File: src/rtl/crh_pkg.sv
package crh_pkg;
    typedef enum logic [2:0] {
        ST_IDLE,
        ST_PULSE,
        ST_WAIT_HI,
        ST_WAIT_LO,
        ST_READ
    } rd_state_e;
endpackage

File: src/rtl/crh_sclk_gen.sv
module crh_sclk_gen #(
    parameter int DIV_W = 8
) (
    input  logic             clk,
    input  logic             rst_n,
    input  logic             run_i,
    input  logic [DIV_W-1:0] half_i,
    input  logic             pol_i,
    output logic             sclk_o,
    output logic             lead_o,
    output logic             trail_o
);
    typedef struct packed {
        logic [DIV_W-1:0] cnt;
        logic             ph;
    } gen_t;

    gen_t g_d, g_q;
    logic wrap;

    always_comb begin
        g_d   = g_q;
        wrap  = run_i && (g_q.cnt == half_i - DIV_W'(1));
        if (!run_i) begin
            g_d.cnt = '0;
            g_d.ph  = 1'b0;
        end else if (wrap) begin
            g_d.cnt = '0;
            g_d.ph  = ~g_q.ph;
        end else begin
            g_d.cnt = g_q.cnt + DIV_W'(1);
        end
    end

    always_ff @(posedge clk or negedge rst_n) begin
        if (!rst_n) g_q <= '0;
        else        g_q <= g_d;
    end

    assign lead_o  = wrap && !g_q.ph;
    assign trail_o = wrap &&  g_q.ph;
    assign sclk_o  = pol_i ^ g_q.ph;

    // a running generator never sees a zero half-period
    a_r4_half_nonzero: assert property (@(posedge clk) disable iff (!rst_n)
        run_i |-> (half_i != '0));
    // the clock leaves idle only while running
    a_r3_idle_when_stopped: assert property (@(posedge clk) disable iff (!rst_n)
        !run_i |=> !g_q.ph);
endmodule

File: src/rtl/crh_capture.sv
module crh_capture #(
    parameter int N_DEV  = 2,
    parameter int WORD_W = 14
) (
    input  logic                    clk,
    input  logic                    rst_n,
    input  logic                    shift_i,
    input  logic                    sdi_i,
    input  logic                    load_i,
    output logic [N_DEV*WORD_W-1:0] words_o
);
    localparam int TOT = N_DEV * WORD_W;

    typedef struct packed {
        logic [TOT-1:0] sh;
        logic [TOT-1:0] words;
    } cap_t;

    cap_t c_d, c_q;
    logic [TOT-1:0] unpacked;

    // stream bit 0 lands at sh[TOT-1]; word k takes the k-th group of the stream
    for (genvar k = 0; k < N_DEV; k++) begin : g_word
        assign unpacked[k*WORD_W +: WORD_W] = c_q.sh[TOT-1-k*WORD_W -: WORD_W];
    end

    always_comb begin
        c_d = c_q;
        if (shift_i) c_d.sh = {c_q.sh[TOT-2:0], sdi_i};
        if (load_i)  c_d.words = unpacked;
    end

    always_ff @(posedge clk or negedge rst_n) begin
        if (!rst_n) c_q <= '0;
        else        c_q <= c_d;
    end

    assign words_o = c_q.words;

    // the last shift is complete before the words are loaded
    a_r5_no_shift_on_load: assert property (@(posedge clk) disable iff (!rst_n)
        load_i |-> !shift_i);
endmodule

File: src/rtl/chain_read_host.sv
module chain_read_host #(
    parameter int N_DEV          = 2,
    parameter int WORD_W         = 14,
    parameter int DIV_W          = 8,
    parameter int PW_W           = 8,
    parameter int SOLO_MIN_HALF  = 3,
    parameter int CHAIN_MIN_HALF = 5
) (
    input  logic                    clk,
    input  logic                    rst_n,
    input  logic                    start_i,
    input  logic                    idle_high_i,
    input  logic [DIV_W-1:0]        half_div_i,
    input  logic [PW_W-1:0]         conv_pw_i,
    input  logic                    busy_i,
    input  logic                    sdo_i,
    output logic                    conv_start_o,
    output logic                    cs_n_o,
    output logic                    rd_n_o,
    output logic                    sclk_o,
    output logic [N_DEV*WORD_W-1:0] words_o,
    output logic                    done_o,
    output logic                    active_o
);
    import crh_pkg::*;

    localparam int TOT      = N_DEV * WORD_W;
    localparam int BIT_W    = $clog2(TOT + 1);
    localparam int MIN_HALF = (N_DEV > 1) ? CHAIN_MIN_HALF : SOLO_MIN_HALF;
    localparam logic [DIV_W-1:0] MIN_HALF_V = DIV_W'(MIN_HALF);

    typedef struct packed {
        rd_state_e        st;
        logic [PW_W-1:0]  pcnt;
        logic [BIT_W-1:0] nbit;
        logic [PW_W-1:0]  pw;
        logic [DIV_W-1:0] div;
        logic             pol;
        logic             done;
    } ctl_t;

    ctl_t s_d, s_q;
    logic [DIV_W-1:0] half_eff;
    logic [PW_W-1:0]  pw_eff;
    logic             lead, trail, fin, reading;

    assign half_eff = (s_q.div < MIN_HALF_V) ? MIN_HALF_V : s_q.div;
    assign pw_eff   = (s_q.pw == '0) ? PW_W'(1) : s_q.pw;
    assign reading  = (s_q.st == ST_READ);
    assign fin      = reading && trail && (s_q.nbit == BIT_W'(TOT - 1));

    crh_sclk_gen #(.DIV_W(DIV_W)) u_sclk (
        .clk     (clk),
        .rst_n   (rst_n),
        .run_i   (reading),
        .half_i  (half_eff),
        .pol_i   (s_q.pol),
        .sclk_o  (sclk_o),
        .lead_o  (lead),
        .trail_o (trail)
    );

    crh_capture #(.N_DEV(N_DEV), .WORD_W(WORD_W)) u_cap (
        .clk     (clk),
        .rst_n   (rst_n),
        .shift_i (reading && lead),
        .sdi_i   (sdo_i),
        .load_i  (fin),
        .words_o (words_o)
    );

    always_comb begin
        s_d      = s_q;
        s_d.done = 1'b0;
        unique case (s_q.st)
            ST_IDLE: begin
                if (start_i) begin
                    s_d.st   = ST_PULSE;
                    s_d.pcnt = '0;
                    s_d.pw   = conv_pw_i;
                    s_d.div  = half_div_i;
                    s_d.pol  = idle_high_i;
                end
            end
            ST_PULSE: begin
                if (s_q.pcnt == pw_eff - PW_W'(1)) s_d.st = ST_WAIT_HI;
                else                                s_d.pcnt = s_q.pcnt + PW_W'(1);
            end
            ST_WAIT_HI: begin
                if (busy_i) s_d.st = ST_WAIT_LO;
            end
            ST_WAIT_LO: begin
                if (!busy_i) begin
                    s_d.st   = ST_READ;
                    s_d.nbit = '0;
                end
            end
            ST_READ: begin
                if (trail) s_d.nbit = s_q.nbit + BIT_W'(1);
                if (fin) begin
                    s_d.st   = ST_IDLE;
                    s_d.done = 1'b1;
                end
            end
            default: s_d.st = ST_IDLE;
        endcase
    end

    always_ff @(posedge clk or negedge rst_n) begin
        if (!rst_n) s_q <= '{st: ST_IDLE, default: '0};
        else        s_q <= s_d;
    end

    assign conv_start_o = (s_q.st == ST_PULSE);
    assign cs_n_o       = !reading;
    assign rd_n_o       = !reading;
    assign done_o       = s_q.done;
    assign active_o     = (s_q.st != ST_IDLE);

    // no read activity while the start pulse is high
    a_r1_pulse_no_read: assert property (@(posedge clk) disable iff (!rst_n)
        conv_start_o |-> (cs_n_o && sclk_o == s_q.pol));
    // chip select falls only after busy was sampled low
    a_r2_read_after_busy: assert property (@(posedge clk) disable iff (!rst_n)
        $fell(cs_n_o) |-> !$past(busy_i));
    // clock at idle level whenever chip select is high
    a_r3_sclk_idle: assert property (@(posedge clk) disable iff (!rst_n)
        cs_n_o |-> (sclk_o == s_q.pol));
    // done lasts one cycle and coincides with chip select release
    a_r7_done_single: assert property (@(posedge clk) disable iff (!rst_n)
        done_o |=> !done_o);
    a_r7_done_release: assert property (@(posedge clk) disable iff (!rst_n)
        done_o |-> ($rose(cs_n_o) && !active_o));
    // a start during a read does not launch a new pulse
    a_r8_start_blocked: assert property (@(posedge clk) disable iff (!rst_n)
        (reading && start_i) |=> !conv_start_o);
endmodule

File: config.mk
export PLATFORM = sky130hd
export DESIGN_NAME = chain_read_host
export DESIGN_NICKNAME = d
export VERILOG_FILES = /design/src/rtl/crh_pkg.sv /design/src/rtl/crh_sclk_gen.sv /design/src/rtl/crh_capture.sv /design/src/rtl/chain_read_host.sv
export SDC_FILE = /design/constraint.sdc
export NUM_CORES = 1
export LEC_CHECK = 0
export ABC_AREA = 1
export ABC_CLOCK_PERIOD_IN_PS = 3400
export BUFFER_PORTS_ARGS = -buffer_cell sky130_fd_sc_hd__buf_4
export CAP_MARGIN = 30
export CELL_PAD_IN_SITES_DETAIL_PLACEMENT = 1
export CELL_PAD_IN_SITES_GLOBAL_PLACEMENT = 2
export CORE_MARGIN = 1
export CORE_UTILIZATION = 35
export DETAILED_ROUTE_END_ITERATION = 10
export PLACE_DENSITY_LB_ADDON = 0.1
export SLEW_MARGIN = 10
export SYNTH_ARGS = -nofsm -noshare
export SYNTH_HDL_FRONTEND = slang
export SYNTH_SLANG_ARGS = --single-unit
File: constraint.sdc
create_clock -name clk -period 3.4 [get_ports clk]
set_input_delay 0.17 -clock clk [delete_from_list [all_inputs] [get_ports clk]]
set_output_delay 0.17 -clock clk [all_outputs]
set_load 0.005 [all_outputs]
==> impl_metrics.yaml, run 1 <==
final_layout:
  multi_input_area_um2: 1831
  stdcell_area_um2: 5590
  regArea_um2: 2477
  drive_above_1_share: 0.1557
  fill_cells: 1604
  stdcell_count: 786
  n_antenna_cell: 0
  area_growth_pct: 14.74
  nets: 632
  final_util: 0.4172
clock_tree:
  root_buffer: "clkbuf_16"
  clk_pin_slew_worst_paths_ns: 0.07
  cts_setup_buffers: 0
  htree_levels: 3
  cts_buffers: 9
  cts_buffer_depth: 2
  cts_tree: "done"
  clock_latency_ns: 0.35
  clock-sinks: 99
global_routing:
  grt_pass1_vias: 3924
  grt_pass1_wl_um: 19070
  grt_usage: 0.1672
  overflow: 0
  antenna_found_initial: 0
  grt_max_degree: 58
outcome:
  status: "completed"
timing:
  fmax_mhz: 354.1
  rsz0062_at_grt: "false"
  fin_ws_ns: 0.5757
  worst-slew-pin-transition_ns: 0.5892
  finalSetupTns_ns: 0
  fin_hold_ws_ns: 0.05241
  post-route-period-util: 0.8307
  drv_slew: 0
  finalHoldViolCount: 0
  maxSlewHeadroom: 0.6051
  finClkSkew_ns: 0.008983
  finalSetupViolations: 0
  period_needed_ns: 2.824
placement:
  dp_cells: 769
  pre_cts_slack_ns: 0.5949
  gp_congestion: 0.7518
  placed_area_um2: 5271
  hpwl_um: 7836
  io_buffer_count: 55
pwr:
  p_leak_nw: 2.675
  ir_drop_uv: 213.9
  power_density_nw_per_um2: 628.9
  p_total_mw: 3.516
hold_path:
  hold_path.startpoint: "idle_high_i"
  hold_path_end: "s_q[1]"
  hp-class: "in -> reg"
  holdPathStages: 2
synthesis:
  synth_nets: 603
  muxShareOfSynthArea: 0.01387
  synth-async-reset-ratio: 1.000
  synth_xor_area_frac: 0.04135
  syn_inst: 576
  yosys_warnings: 0
  synth_edf_count: 0
  avgSynthCellArea_um2: 8.459
  ys_ff_latch: 99
  synth_compound_area_frac: 0.08680
  synthAdderAreaFrac: 0.01284
  yosysSeqAreaShare: 0.5085
  syn_area_um2: 4872
  synthFlopType: "dfrtp_1"
  synth-simple-area-share: 0.2203
  ys_types: 29
  synth_top_family_by_area: "simple AND/OR/NAND/NOR gates"
critical_path:
  worst-path-max-fanout: 57
  start_kind: "flop"
  cp_slowest_stage_delay_ns: 0.41
  cp_num_cells: 20
  r2r-start: "s_q[2]"
  critPathSlowestCell: "dfrtp_1"
  critical_path_class: "reg -> reg"
  endpoint_kind: "flop"
  r2r_end: "s_q[31]"
  cp_num_buf_inv: 2
  crit_family: "simple AND/OR/NAND/NOR gates"
  r2r_setup_slack_ns: 0.58
  cp.arrival_ns: 3.07
  cp.required_ns: 3.64
  reg2reg_depth: 20
  crit_chain: "nor2_1 > nor2_1 > nor2_1 > nor2_1 > ha_1 > inv_1 > nor2_1 > nand3_1 > nand2_1 > nand2_1 > nand2_1 > nor2_1 > nand3_1 > nor2_2 > nand3_2 > buf_12 > nand2_1 > nand2_1 > nand2_1 > nand2_1"
  cpMostUsedCell: "nand2_1"
route:
  wl_per_cell_um: 13.79
  drtPass1Iterations: 4
  drc: 0
  drt_iter0_drc: 148
  avgViaCountPerCell: 4.711
  num_vias: 3703
  ant_nets: 0
  wl_um: 10840
die:
  die_x_um: 120.0
  start_util: 0.3636
  fp.dieArea_um2: 14400
  core-area_um2: 13400
  placementRows: 42
  die_h_um: 120.0
  boundaryPins: 56
flow_run:
  drv_cap: 0
kinds of logic after synthesis:
family,after synthesis
buf+inv,111
flops,99
simple gates,249
xor+xnor,23
fa+ha+maj,5
mux,6
compound gates,83
worst max path at each step:
| stage | start | end | slack, ns |
|---|---|---|---|
| after floorplan | s_q[7] | u_cap.words_o[19] | 1.02 |
| after global placement | s_q[2] | s_q[31] | 0.62 |
| after detailed placement | s_q[2] | s_q[31] | 0.59 |
| after CTS | s_q[2] | s_q[31] | 0.55 |
| after global routing | s_q[2] | s_q[31] | 0.25 |
| final | s_q[2] | s_q[31] | 0.58 |
per-layer routing:
layer | routed length [µm] | share of wire | track usage
met5 | 0 | 0 | 0
met4 | 200 | 0.018 | 0.07422
met3 | 285 | 0.026 | 0.02804
met2 | 5188 | 0.48 | 0.2712
met1 | 5161 | 0.48 | 0.2186
synthesized netlist by cell type, types with 5 or more instances:
library cell  count  share of area
clkbuf_1          6         0.0046
nor2_1           45          0.035
xnor2_1           6          0.011
xor2_1           17          0.031
nand3_1          28          0.029
o21ai_1          40          0.041
o21ai_0          23          0.024
ha_1              5          0.013
dfrtp_1          99           0.51
nand2_1         148           0.11
nand4_1           7         0.0090
mux2_2            6          0.014
buf_4            34          0.052
inv_1            66          0.051
a21oi_1          17          0.017
final cells by class:
class / count / share of cell area
timing repair buffer: 61 / 0.08908
clock buffer: 10 / 0.04275
inverter: 68 / 0.04566
multi-input combinational: 366 / 0.3274
sequential: 99 / 0.4432
tap: 176 / 0.03939
clock inverter: 6 / 0.01253
flip-flops by register name, indices dropped and copies added, names as in the netlist:
name           flops
s_q               33
u_cap.c_q         28
u_cap.words_o     28
u_sclk.g_q         9
done_o             1
what timing repair did:
| action | CTS | global route |
|---|---|---|
| hold endpoints to repair | 41 | 0 |
| resized for setup | 0 | 0 |
| hold buffers | 1 | 0 |
report_power, final:
group / total [mW] / internal [mW] / switching [mW]
sequential: 1.47 / 1.32 / 0.152
clock: 1.06 / 0.599 / 0.463
combinational: 0.984 / 0.377 / 0.607
cell usage in the layout (no fill, tap or decap), types with 2 or more instances in the layout:
cell and n:
nand3_1 28, nand4_1 7, xnor2_1 6, inv_2 2
o21bai_1 3, inv_1 66, nor3_1 4, buf_12 3
nor2_1 45, inv_6 3, nand3b_1 2, nor2_4 2
ha_1 5, mux2_2 6, xor2_1 17, dfrtp_1 99
nor2_2 2, a21oi_1 17, o21ai_1 40, nor3b_1 3
nand2_1 147, buf_4 57, clkbuf_16 9, nor3_2 2
o21ai_0 23, or2_2 2
Power figures use the tool's default switching activity.
==> run 2: changes to the inputs <==
ABC_CLOCK_PERIOD_IN_PS = 2700   (was 3400)
clock period = 2.7 ns   (was 3.4 ns; I/O delays follow)
==> impl_metrics.yaml, run 2 (synthesized netlist as in run 1, its figures left out) <==
critical_path:
  cp.required_ns: 2.94
  worst-path-max-fanout: 11
  endpoint_kind: "flop"
  start_kind: "flop"
  critical_path_class: "reg -> reg"
  cp.arrival_ns: 2.84
die:
  placementRows: 42
  boundaryPins: 56
  start_util: 0.3636
  fp.dieArea_um2: 14400
  die_h_um: 120.0
  core-area_um2: 13400
  die_x_um: 120.0
timing:
  drv_slew: 0
  post-route-period-util: 0.9642
  fin_hold_ws_ns: 0.02140
  maxSlewHeadroom: 0.5192
  fmax_mhz: 384.1
  finClkSkew_ns: 0.007300
  worst-slew-pin-transition_ns: 0.7213
  period_needed_ns: 2.603
  rsz0062_at_grt: "true"
  finalSetupViolations: 0
  finalHoldViolCount: 0
global_routing:
  overflow: 0
  grt_pass1_vias: 3945
  antenna_found_initial: 0
  grt_max_degree: 58
  grt_usage: 0.1698
  grt_pass1_wl_um: 19040
pwr:
  ir_drop_uv: 421.0
  power.switching_mw: 1.727
  p_total_mw: 4.864
  clkPwrFrac: 0.266
  swShare: 0.3551
  power_density_nw_per_um2: 775.6
  power_frac_comb: 0.349
  p_leak_nw: 2.913
  internal_power_mw: 3.136
  seq_power_share: 0.384
route:
  ant_nets: 0
  num_vias: 3915
  wl_per_cell_um: 14.94
  drc: 0
  drtPass1Iterations: 4
  wl_um: 12270
  drt_iter0_drc: 144
  avgViaCountPerCell: 4.769
final_layout:
  n_antenna_cell: 0
  multi_input_area_um2: 2152
  fill_cells: 1574
  regArea_um2: 2484
  layout_commonest_cell: "nand2_1"
  drive_above_1_share: 0.3132
  area_growth_pct: 28.71
  top_register: "s_q"
  final_util: 0.4680
  final_cell_mix: "nand2_1, dfrtp_1, buf_4"
  stdcell_area_um2: 6271
  nets: 669
  largest_reg_flops: 33
clock_tree:
  clk_pin_slew_worst_paths_ns: 0.07
  htree_levels: 3
  clock_latency_ns: 0.35
  root_buffer: "clkbuf_16"
  clock-sinks: 99
  cts_tree: "done"
  cts_buffers: 9
  cts_buffer_depth: 2
placement:
  hpwl_um: 7919
  gp_congestion: 0.7968
  io_buffer_count: 55
  placed_area_um2: 5399
outcome:
  status: "completed"
hold_path:
  hp-class: "in -> reg"
flow_run:
  drv_cap: 0
run 2: changes by cell type in the layout (fill, tap and decap cells not counted), sizes merged:
cell / before / now
buf: 60 / 90
clkbuf: 10 / 13
nand3: 30 / 31
clkinv: 2 / 3
dlygate4sd3: 1 / 3
inv: 71 / 69
run 2: per-layer routing:
layer | up-vias | track usage | routed length (µm)
li1 | 1924 | - | -
met1 | 1940 | 0.2134 | 5448
met2 | 39 | 0.2820 | 6282
met3 | 12 | 0.04183 | 346
met4 | 0 | 0.06094 | 192
met5 | - | 0 | 0
run 2: layout make-up:
| class | count | share of cell area |
|---|---|---|
| multi-input combinational | 367 | 0.3432 |
| clock buffer | 9 | 0.03591 |
| timing repair buffer | 97 | 0.1387 |
| inverter | 68 | 0.04070 |
| clock inverter | 5 | 0.01038 |
| tap | 176 | 0.03512 |
| sequential | 99 | 0.3960 |
run 2: path summary, 6_finish.rpt:
check                         startpoint          endpoint  slack, ns  cells after the start
setup / recovery                  s_q[7]  u_cap.words_o[7]        0.1                     16
hold / removal              conv_pw_i[7]           s_q[17]       0.02                      2
setup reg to reg                  s_q[7]  u_cap.words_o[7]        0.1                     16
hold reg to reg            u_cap.c_q[48]     u_cap.c_q[48]       0.49                      2
max in group asynchronous          rst_n     u_cap.c_q[36]       1.59                      3
min in group asynchronous          rst_n            s_q[9]       0.37                      2
run 2: power groups by stage:
| stage | Clock, mW | Combinational, mW | Sequential [mW] |
|---|---|---|---|
| after detailed placement | 0 | 1.43 | 1.87 |
| after global placement | 0 | 1.39 | 1.86 |
| after CTS | 1.36 | 1.45 | 1.85 |
| final | 1.30 | 1.70 | 1.87 |
| after global routing | 1.40 | 1.92 | 1.89 |
| after floorplan | 0 | 0.900 | 1.83 |
run 2: critical path, cell delays in order (launching register included):
cell and delay, ns:
dfrtp_2 0.44, nor2_4 0.16, nand3_4 0.10, nor2_4 0.12, nor2_4 0.05, ha_4 0.26, xor2_1 0.12, nand2_1 0.06
nor2_1 0.08, nand3_1 0.09, nor2_2 0.10, nand3_2 0.10, nor2_4 0.22, nand3_4 0.20, clkbuf_16 0.25, nand2_1 0.06
o21ai_1 0.06
run 2: what timing repair did:
item                       4_1_cts  5_1_grt
pin swaps                        0       17
hold endpoints to repair        51        1
setup endpoints to repair        8       74
hold buffers                     2        1
gates resized for setup          3      105
gates cloned                     0        7
buffers inserted                 0       11
run 2: through the flow:
stage / setup slack (ns) / instances / setup TNS [ns]
global route: -0.1231 / 821 / -3.417
detailed placement: -0.0007001 / 786 / -0.0007001
CTS: 0.01913 / 802 / 0
finish: 0.09654 / 821 / 0
floorplan: 0.3171 / 576 / 0
global placement: 0.05913 / 786 / 0
